<file path="config.mk">
export PLATFORM = sky130hd
export DESIGN_NAME = autobaud_boot_seq
export DESIGN_NICKNAME = d
export VERILOG_FILES = /design/src/rtl/abs_pkg.sv /design/src/rtl/abs_sync.sv /design/src/rtl/abs_meas.sv /design/src/rtl/abs_tx.sv /design/src/rtl/abs_rx.sv /design/src/rtl/autobaud_boot_seq.sv
export SDC_FILE = /design/constraint.sdc
export NUM_CORES = 1
export LEC_CHECK = 0
export BUFFER_PORTS_ARGS = -buffer_cell sky130_fd_sc_hd__buf_2
export CAP_MARGIN = 20
export CORE_MARGIN = 1.5
export CORE_UTILIZATION = 57
export CTS_CLUSTER_DIAMETER = 120
export CTS_CLUSTER_SIZE = 25
export DETAILED_ROUTE_END_ITERATION = 8
export GPL_TIMING_DRIVEN = 0
export HOLD_SLACK_MARGIN = 0.08
export PLACE_DENSITY = 0.77
export SKIP_CTS_REPAIR_TIMING = 1
export SLEW_MARGIN = 20
export SYNTH_ARGS = -nofsm -noshare
export SYNTH_HDL_FRONTEND = slang
export SYNTH_SLANG_ARGS = --single-unit
</file>
<file path="constraint.sdc">
create_clock -name clk -period 5.6 [get_ports clk]
set_clock_uncertainty 0.05 [all_clocks]
set_input_delay 1.12 -clock clk [delete_from_list [all_inputs] [get_ports clk]]
set_output_delay 1.12 -clock clk [all_outputs]
set_load 0.01 [all_outputs]
</file>
<file path="src/rtl/abs_pkg.sv">
package abs_pkg;
   typedef enum logic [1:0] {PH_MEAS, PH_SEND, PH_LOAD, PH_DONE} phase_e;
   typedef enum logic [1:0] {MS_IDLE, MS_LOW, MS_WAIT_HI} meas_st_e;
   typedef enum logic [1:0] {RS_IDLE, RS_START, RS_DATA, RS_STOP} rx_st_e;
endpackage

</file>
<file path="src/rtl/abs_sync.sv">
module abs_sync #(
   parameter int STAGES = 2
) (
   input  logic clk,
   input  logic rst_n,
   input  logic d_i,
   output logic q_o
);
   logic [STAGES-1:0] chain;

   generate
      for (genvar s = 0; s < STAGES; s++) begin : g_stage
         always_ff @(posedge clk or negedge rst_n) begin
            if (!rst_n) chain[s] <= 1'b1;
            else if (s == 0) chain[s] <= d_i;
            else chain[s] <= chain[(s == 0) ? 0 : s-1];
         end
      end
   endgenerate

   assign q_o = chain[STAGES-1];
endmodule

</file>
<file path="src/rtl/abs_meas.sv">
module abs_meas
   import abs_pkg::*;
#(
   parameter int CNT_W    = 16,
   parameter int PRESCALE = 4
) (
   input  logic             clk,
   input  logic             rst_n,
   input  logic             en_i,
   input  logic             rx_i,
   output logic [CNT_W-1:0] cnt_o,
   output logic             valid_o,
   output logic             err_o
);
   localparam int PRE_W = $clog2(PRESCALE);
   localparam logic [PRE_W-1:0] PRE_LAST = PRE_W'(PRESCALE - 1);
   localparam logic [CNT_W-1:0] CNT_MAX  = '1;

   meas_st_e         st;
   logic [PRE_W-1:0] pre;
   logic [CNT_W-1:0] run;
   logic             rx_prev;

   always_ff @(posedge clk or negedge rst_n) begin
      if (!rst_n) begin
         st      <= MS_IDLE;
         pre     <= '0;
         run     <= '0;
         rx_prev <= 1'b1;
         cnt_o   <= '0;
         valid_o <= 1'b0;
         err_o   <= 1'b0;
      end else begin
         rx_prev <= rx_i;
         valid_o <= 1'b0;
         err_o   <= 1'b0;
         unique case (st)
            MS_IDLE: if (en_i && rx_prev && !rx_i) begin
               pre <= PRE_W'(1);
               run <= '0;
               st  <= MS_LOW;
            end
            MS_LOW: begin
               if (rx_i) begin
                  cnt_o   <= run;
                  valid_o <= 1'b1;
                  st      <= MS_IDLE;
               end else if (pre == PRE_LAST) begin
                  pre <= '0;
                  if (run == CNT_MAX) begin
                     err_o <= 1'b1;
                     st    <= MS_WAIT_HI;
                  end else begin
                     run <= run + 1'b1;
                  end
               end else begin
                  pre <= pre + 1'b1;
               end
            end
            MS_WAIT_HI: if (rx_i) st <= MS_IDLE;
            default: st <= MS_IDLE;
         endcase
      end
   end
endmodule

</file>
<file path="src/rtl/abs_tx.sv">
module abs_tx #(
   parameter int BIT_W = 18
) (
   input  logic             clk,
   input  logic             rst_n,
   input  logic             start_i,
   input  logic [7:0]       data_i,
   input  logic [BIT_W-1:0] bit_clks_i,
   output logic             txd_o,
   output logic             done_o
);
   logic [9:0]       sh;
   logic [3:0]       nbits;
   logic [BIT_W-1:0] tmr;
   logic             busy;

   always_ff @(posedge clk or negedge rst_n) begin
      if (!rst_n) begin
         sh     <= '1;
         nbits  <= '0;
         tmr    <= '0;
         busy   <= 1'b0;
         done_o <= 1'b0;
      end else begin
         done_o <= 1'b0;
         if (start_i && !busy) begin
            sh    <= {1'b1, data_i, 1'b0};
            nbits <= '0;
            tmr   <= bit_clks_i - 1'b1;
            busy  <= 1'b1;
         end else if (busy) begin
            if (tmr == '0) begin
               if (nbits == 4'd9) begin
                  busy   <= 1'b0;
                  done_o <= 1'b1;
               end else begin
                  sh    <= {1'b1, sh[9:1]};
                  nbits <= nbits + 1'b1;
                  tmr   <= bit_clks_i - 1'b1;
               end
            end else begin
               tmr <= tmr - 1'b1;
            end
         end
      end
   end

   assign txd_o = busy ? sh[0] : 1'b1;
endmodule

</file>
<file path="src/rtl/abs_rx.sv">
module abs_rx
   import abs_pkg::*;
#(
   parameter int BIT_W = 18
) (
   input  logic             clk,
   input  logic             rst_n,
   input  logic             en_i,
   input  logic             rx_i,
   input  logic [BIT_W-1:0] bit_clks_i,
   output logic             valid_o,
   output logic [7:0]       data_o
);
   rx_st_e           st;
   logic [BIT_W-1:0] tmr;
   logic [2:0]       nbit;
   logic [BIT_W-1:0] half;

   assign half = bit_clks_i >> 1;

   always_ff @(posedge clk or negedge rst_n) begin
      if (!rst_n) begin
         st      <= RS_IDLE;
         tmr     <= '0;
         nbit    <= '0;
         data_o  <= '0;
         valid_o <= 1'b0;
      end else begin
         valid_o <= 1'b0;
         unique case (st)
            RS_IDLE: if (en_i && !rx_i) begin
               tmr <= half - 1'b1;
               st  <= RS_START;
            end
            RS_START: begin
               if (tmr != '0) tmr <= tmr - 1'b1;
               else if (rx_i) st <= RS_IDLE;
               else begin
                  tmr  <= bit_clks_i - 1'b1;
                  nbit <= '0;
                  st   <= RS_DATA;
               end
            end
            RS_DATA: begin
               if (tmr != '0) tmr <= tmr - 1'b1;
               else begin
                  data_o <= {rx_i, data_o[7:1]};
                  tmr    <= bit_clks_i - 1'b1;
                  nbit   <= nbit + 1'b1;
                  if (nbit == 3'd7) st <= RS_STOP;
               end
            end
            RS_STOP: begin
               if (tmr != '0) tmr <= tmr - 1'b1;
               else begin
                  valid_o <= 1'b1;
                  st      <= RS_IDLE;
               end
            end
            default: st <= RS_IDLE;
         endcase
      end
   end
endmodule

</file>
<file path="src/rtl/autobaud_boot_seq.sv">
module autobaud_boot_seq
   import abs_pkg::*;
#(
   parameter int         CNT_W         = 16,
   parameter int         PRESCALE      = 4,
   parameter int         FRAME_BITS    = 9,
   parameter int         PAYLOAD_BYTES = 32,
   parameter int         SYNC_STAGES   = 2,
   parameter logic [7:0] ID_BYTE       = 8'hA5,
   localparam int        ADDR_W        = $clog2(PAYLOAD_BYTES)
) (
   input  logic              clk,
   input  logic              rst_n,
   input  logic              rxd_i,
   output logic              txd_o,
   output logic              txd_oe_o,
   output logic [CNT_W-1:0]  meas_cnt_o,
   output logic              meas_err_o,
   output logic [ADDR_W-1:0] wr_addr_o,
   output logic [7:0]        wr_data_o,
   output logic              wr_en_o,
   output logic              done_o
);
   localparam int PRE_W = $clog2(PRESCALE);
   localparam int BIT_W = CNT_W + PRE_W;
   localparam logic [ADDR_W-1:0] LAST_ADDR = ADDR_W'(PAYLOAD_BYTES - 1);

   generate
      if (PRESCALE < 2 || (PRESCALE & (PRESCALE - 1)) != 0) begin : g_bad_pre
         $error("PRESCALE must be a power of two, at least 2");
      end
      if (PAYLOAD_BYTES < 2) begin : g_bad_len
         $error("PAYLOAD_BYTES must be at least 2");
      end
      if (SYNC_STAGES < 2) begin : g_bad_sync
         $error("SYNC_STAGES must be at least 2");
      end
      if (CNT_W < 8) begin : g_bad_cnt
         $error("CNT_W must be at least 8");
      end
   endgenerate

   phase_e           phase;
   logic             rx_s;
   logic             m_valid;
   logic [CNT_W-1:0] quot;
   logic [BIT_W-1:0] bit_clks;
   logic             tx_start, tx_done;
   logic             rx_valid;
   logic [7:0]       rx_byte;
   logic [ADDR_W-1:0] idx;

   abs_sync #(.STAGES(SYNC_STAGES)) u_sync (
      .clk(clk), .rst_n(rst_n), .d_i(rxd_i), .q_o(rx_s));

   abs_meas #(.CNT_W(CNT_W), .PRESCALE(PRESCALE)) u_meas (
      .clk(clk), .rst_n(rst_n), .en_i(phase == PH_MEAS), .rx_i(rx_s),
      .cnt_o(meas_cnt_o), .valid_o(m_valid), .err_o(meas_err_o));

   abs_tx #(.BIT_W(BIT_W)) u_tx (
      .clk(clk), .rst_n(rst_n), .start_i(tx_start), .data_i(ID_BYTE),
      .bit_clks_i(bit_clks), .txd_o(txd_o), .done_o(tx_done));

   abs_rx #(.BIT_W(BIT_W)) u_rx (
      .clk(clk), .rst_n(rst_n), .en_i(phase == PH_LOAD), .rx_i(rx_s),
      .bit_clks_i(bit_clks), .valid_o(rx_valid), .data_o(rx_byte));

   assign quot = meas_cnt_o / CNT_W'(FRAME_BITS);

   always_ff @(posedge clk or negedge rst_n) begin
      if (!rst_n) begin
         phase     <= PH_MEAS;
         bit_clks  <= '0;
         tx_start  <= 1'b0;
         txd_oe_o  <= 1'b0;
         idx       <= '0;
         wr_en_o   <= 1'b0;
         wr_addr_o <= '0;
         wr_data_o <= '0;
         done_o    <= 1'b0;
      end else begin
         tx_start <= 1'b0;
         wr_en_o  <= 1'b0;
         done_o   <= wr_en_o && (wr_addr_o == LAST_ADDR);
         unique case (phase)
            PH_MEAS: if (m_valid) begin
               bit_clks <= {quot, {PRE_W{1'b0}}};
               tx_start <= 1'b1;
               txd_oe_o <= 1'b1;
               phase    <= PH_SEND;
            end
            PH_SEND: if (tx_done) phase <= PH_LOAD;
            PH_LOAD: if (rx_valid) begin
               wr_en_o   <= 1'b1;
               wr_addr_o <= idx;
               wr_data_o <= rx_byte;
               idx       <= idx + 1'b1;
               if (idx == LAST_ADDR) phase <= PH_DONE;
            end
            default: phase <= PH_DONE;
         endcase
      end
   end
endmodule

</file>
Yosys cells after proc, flatten, opt, wreduce, memory -nomap -nowiden:

Cells that the tools add are included.

* flip-flop bits (word level): 147
* input port bits: 3
* output and inout port bits: 34
* logic and storage cells: 171

* $add $sub $neg: 9
* divide/modulo/power cells: 1
* equality and inequality tests: 34
* muxes and demuxes: 69
* bitwise operators: 1
* reduce and logical (&&, ||, !) cells: 29

Operator list (count)
* 2-to-1 mux 18 bit: 9
* one-hot mux 18 bit (4 select lines): 1
* 2-to-1 mux 16 bit: 4
* subtractor 18 x 1 -> 18 bit (second input constant): 3
* 2-to-1 mux 10 bit: 4
* 2-to-1 mux 2 bit: 17
* one-hot mux 16 bit (2 select lines): 1
* 2-to-1 mux 1 bit: 21
* inequality test 2 bit (second input constant): 10
* zero test 18 bit: 1
* nonzero test 18 bit: 1
* subtractor 17 x 1 -> 18 bit (second input constant): 1
* adder 16 x 1 -> 16 bit (second input constant): 1
* divider 16 x 4 -> 16 bit (second input constant): 1
* equality test 16 bit (second input constant): 1
* 2-to-1 mux 4 bit: 4
* inequality test 2 x 1 -> 1 bit (second input constant): 7
* inequality test 3 x 2 -> 1 bit (second input constant): 4
* one-hot mux 2 bit (3 select lines): 2
* AND reduction 4 bit: 3
* equality test 2 bit (second input constant): 5
* equality test 5 bit (second input constant): 2
* AND reduction 2 bit: 5
* AND reduction 5 bit: 2
* other kinds (17): 33

Longest topological paths before layout:

* depth in word-level cells: 5
* gate-level depth with buffers: 28
* depth with buffers taken out: 24

By module:

From an unflattened synthesis, not the netlist that was laid out.

* cells, all modules: 1174
* area, all modules: 10432.5 um2

Modules (own cells, without submodules)
* autobaud_boot_seq: instances 1, cells each 407, area each 3467.1 um2, sequential area each 925.9 um2
* abs_rx: instances 1, cells each 333, area each 2790.2 um2, sequential area each 800.8 um2
* abs_tx: instances 1, cells each 258, area each 2250.9 um2, sequential area each 837.1 um2
* abs_meas: instances 1, cells each 174, area each 1871.8 um2, sequential area each 977.2 um2
* abs_sync: instances 1, cells each 2, area each 52.6 um2, sequential area each 52.6 um2

Least setup slack after synthesis:

No wires, ideal clock.

* path kind: register -> register
* start: register u_meas.cnt_o[10]
* end: register bit_clks[2]
* library setup time: 0.087 ns
* arrival time: 5.458 ns
* data required time: 5.463 ns
* path slack: 0.005 ns
* cell stages (with the launch flop): 28
* path buffers: 3
* period minus slack after synthesis: 5.595 ns
* cell sequence: dfrtp_1 > buf_6 > and2b_1 > nor2_1 > mux2_4 > or2_4 > buf_6 > a211oi_1 > a311oi_2 > and2_1 > buf_6 > o31a_1 > a32o_2 > nor3_2 > or4b_1 > a31oi_2 > and3_2 > nor4b_4 > o21a_1 > xnor2_1 > inv_1 > ha_1 > a21oi_1 > nor4b_1 > o211ai_1 > a21oi_1 > or4_1 > o211ai_1

* word-level cells in the longest chain between the ends: 1

Ends and longest elaborated chain
* start: declaration: line abs_meas.sv:11 `output logic [CNT_W-1:0] cnt_o,`
* start signal: assignment: line abs_meas.sv:45 `cnt_o <= run;`
* divider 16 x 4 -> 16 bit: line autobaud_boot_seq.sv:68 `assign quot = meas_cnt_o / CNT_W'(FRAME_BITS);`
* end signal: assignment: line autobaud_boot_seq.sv:87 `bit_clks <= {quot, {PRE_W{1'b0}}};`
* end: declaration: line autobaud_boot_seq.sv:47 `logic [BIT_W-1:0] bit_clks;`

No other way between the ends.
A chain may end at the register's enable or synchronous reset.

Worst setup path in the final report:

Ends and elaborated chain as after synthesis.

==> flow_metrics.py <==
metrics = {
    "timing": {
        "fmax_mhz": 161,
        "min_period_ns": 6.20,
        "timing.setup.tns_ns": -1.10,
        "maxSlewViolCount": 0,
        "finalSetupViolCount": 2,
        "period_share_pct": 111,
        "hold_viol_final": 0,
        "layout_setup_ws_ns": -0.603,
        "rsz0062_at_grt": "yes",
        "relSlewSlack_pct": 36.0,
        "worst_pin_slew_ns": 0.952,
    },
    "yosys": {
        "synth-main-ff-cell": "dfrtp_1",
        "synth.net_count": 1048,
        "netlist_area_um2": 8860,
        "synth_top_cell_area_share_pct": 37.0,
        "synth_edf_count": 0,
        "synth_seq_area_share_pct": 40.2,
        "synth_seq_cells": 142,
        "synthCells": 1028,
        "ys_warn_count": 0,
        "syn_avg_cell_area_um2": 8.62,
        "synth_top_area_cell": "dfrtp_1",
        "ys_async_sr_fraction_pct": 100,
        "ys_types": 96,
        "synth_area_leaders": "dfrtp_1 (37%), nand2_1 (6.9%), o21ai_0 (4.7%), nor2_1 (3.7%), dfstp_2 (3.3%)",
    },
    "min_path": {
        "hold_depth": 0,
        "hp-class": "flip-flop to flip-flop",
        "hold_start": "u_sync.chain[0]$_DFF_PN1_",
    },
    "detailed_routing": {
        "final_antenna_net_count": 0,
        "dr.pass1.iters": 5,
        "drt_iter0_drc": 717,
        "drc": 0,
        "wl_per_cell_um": 17.4,
        "routed_via_density": 6.26,
        "vias": 8233,
        "wl_um": 22900,
    },
    "finish": {
        "num_antenna_cells": 0,
        "fillers": 1156,
        "stdcell_count": 1316,
        "drive_gt1_share_pct": 20.5,
        "syn2layout_area_growth_pct": 19.2,
        "nets": 1136,
    },
    "placed_design": {
        "numPortBuffers": 36,
        "place_inst": 1253,
        "place_congestion": 0.926,
        "dpl.hpwl_um": 14600,
    },
    "floorplanning": {
        "ios": 37,
        "die_x_um": 128,
        "core_um2": 15200,
        "die_height_um": 128,
        "rows": 45,
        "fp.dieArea_um2": 16300,
        "start_util_pct": 58.3,
    },
    "global_routing": {
        "overflow": 0,
        "grt_pass1_vias": 7425,
        "antenna_found_initial": 0,
        "grt_max_degree": 83,
        "gr-usage-all-layers_pct": 26.8,
        "grt_pass1_wl_um": 35300,
    },
    "clock_network": {
        "cts_root_buf": "clkbuf_16",
        "cts_tree": "built",
        "clk_path_buf_depth": 2,
        "h-tree-depth": 4,
        "clk_pin_slew_ns": 0.06,
        "cts_num_sinks": 142,
        "worst_skew_pair.late_latency_ns": 0.44,
        "cts_buffers": 17,
    },
    "status": {
        "outcome": "finished with violations",
        "violations": "setup timing",
    },
    "worst_setup_path": {
        "cp_top_family": "simple AND/OR/NAND/NOR gates",
        "path_buf_inv": 6,
        "startpoint_type": "flip-flop",
        "slowest_stage": "or4_1",
        "end_kind": "flip-flop",
        "rr_worst_depth": 26,
        "timing.rr.start": "u_meas.cnt_o[10]$_DFFE_PN0P_",
        "max_stage_delay_ns": 0.53,
        "startpoint": "u_meas.cnt_o[10]$_DFFE_PN0P_",
        "cp_num_cells": 26,
        "cp_max_fo": 9,
        "crit_type": "flip-flop to flip-flop",
        "critPathArrivalTime_ns": 6.50,
        "required_ns": 5.90,
    },
    "run": {
        "maxCapViolCount": 0,
    },
    "pwr": {
        "ir_drop_mv": 0.261,
        "power_leakage_nw": 4.80,
        "powerDensity_nw_per_um2": 279,
    },
}
final cells by class:
class / instances / area, µm² / share of cell area, %
plain buffers: 52 / 275 / 2.60
repair buffers: 68 / 452 / 4.27
clock buffers: 19 / 443 / 4.19
multi-input cells: 798 / 5330 / 50.4
well taps: 188 / 235 / 2.23
inverters: 37 / 139 / 1.31
clock inverters: 12 / 125 / 1.18
flip-flops and latches: 142 / 3570 / 33.8
cell usage after synthesis (all sizes together), types with 6 or more instances:
master	number
a32o	9
mux2	15
nand2	163
nor4	7
xor2	23
a21o	10
a21oi	53
nand2b	15
nand4	14
and2	10
nor2b	10
a31oi	15
nand3	24
or2	9
ha	17
o31ai	11
nor2	91
xnor2	20
or4	6
o22ai	8
dfrtp	131
dfstp	11
o21a	9
buf	16
nand3b	6
o21ai	89
inv	35
a211oi	18
a22o	6
nor3	30
and3	9
clkbuf	36
o211ai	10
or3	15
per-stage QoR:
| step | power (W) | utilization, % | worst slack (ns) | hold slack, ns | area [µm²] |
|---|---|---|---|---|---|
| 6_report | 0.00295 | 69.5 | -0.603 | 0.308 | 10600 |
| 5_1_grt | 0.00310 | 69.5 | -0.786 | 0.309 | 10600 |
| 4_1_cts | 0.00294 | 65.0 | -0.670 | 0.308 | 9890 |
| 3_5_place_dp | 0.00184 | 61.3 | -0.629 | 0.298 | 9320 |
| 3_3_place_gp | 0.00182 | 61.0 | -0.588 | 0.297 | 9280 |
| 2_1_floorplan | 0.00166 | - | 0.00503 | 0.295 | 8860 |
layer usage:
layer	track usage, %	up-vias	part of all wire [%]
met1	36.5	3985	44
met3	6.59	69	5.9
li1	-	3879	-
met5	0	-	0
met4	8.92	0	2.5
met2	42.4	300	47
logic make-up (layout without fill, tap and decap cells):
group,Yosys count,after routing,share of synthesized area (%)
adders and majority gates,18,18,2.51
muxes,17,17,2.17
DFF,142,142,40.2
and+or+nand+nor,431,432,24.2
buffers and inverters,89,188,4.46
xor gates and xnor gates,43,43,4.25
AOI/OAI and AO/OA,288,288,22.1
state kept, by name (all words and copies together), names as in the netlist, 2 cells and up, named ones only:
signal / count
bit_clks: 13
idx: 5
phase: 2
u_meas.cnt_o: 16
u_meas.pre: 2
u_meas.run: 16
u_meas.st: 2
u_rx.data_o: 8
u_rx.nbit: 3
u_rx.tmr: 18
u_tx.nbits: 4
u_tx.sh: 8
u_tx.tmr: 18
wr_addr_o: 5
wr_data_o: 8
placed cells by master, fill, tap and decap left out, types with 7 or more instances in the layout:
master / netlist / final
a211oi_1: 14 / 10
a21o_1: 10 / 10
a21oi_1: 52 / 47
a31oi_1: 13 / 11
a32o_1: 8 / 8
and2_1: 10 / 7
and3_1: 7 / 7
buf_2: 7 / 37
buf_4: 0 / 30
buf_6: 7 / 7
clkbuf_1: 36 / 37
clkbuf_16: 0 / 17
dfrtp_1: 131 / 127
dfstp_2: 11 / 11
ha_1: 17 / 15
inv_1: 35 / 34
mux2_2: 14 / 14
nand2_1: 162 / 159
nand2b_1: 15 / 14
nand3_1: 24 / 22
nand4_1: 14 / 14
nor2_1: 88 / 84
nor2b_1: 10 / 9
nor3_1: 27 / 25
o211ai_1: 10 / 10
o21a_1: 9 / 9
o21ai_0: 83 / 82
o22ai_1: 8 / 7
o31ai_1: 11 / 9
or3_1: 15 / 14
xnor2_1: 20 / 18
xor2_1: 23 / 22
power breakdown:
part	switching, W	leakage (nW)	internal [W]
clock	0.000468	0.269	0.000630
sequential	0.000122	1.89	0.00115
combinational	0.000349	2.64	0.000225
total	0.000939	4.80	0.00201
final timing paths:
kind                                                endpoint  slack [ns]
max in group asynchronous       u_meas.cnt_o[13]$_DFFE_PN0P_        4.17
min in group asynchronous           u_tx.tmr[11]$_DFFE_PN0P_        0.55
worst min register to register          u_sync.q_o$_DFF_PN1_        0.31
worst max register to register       bit_clks[2]$_DFFE_PN0P_       -0.60
worst max-delay path                 bit_clks[2]$_DFFE_PN0P_       -0.60
worst min-delay path                    u_sync.q_o$_DFF_PN1_        0.31
No activity file was read; power rests on OpenSTA's default activity.
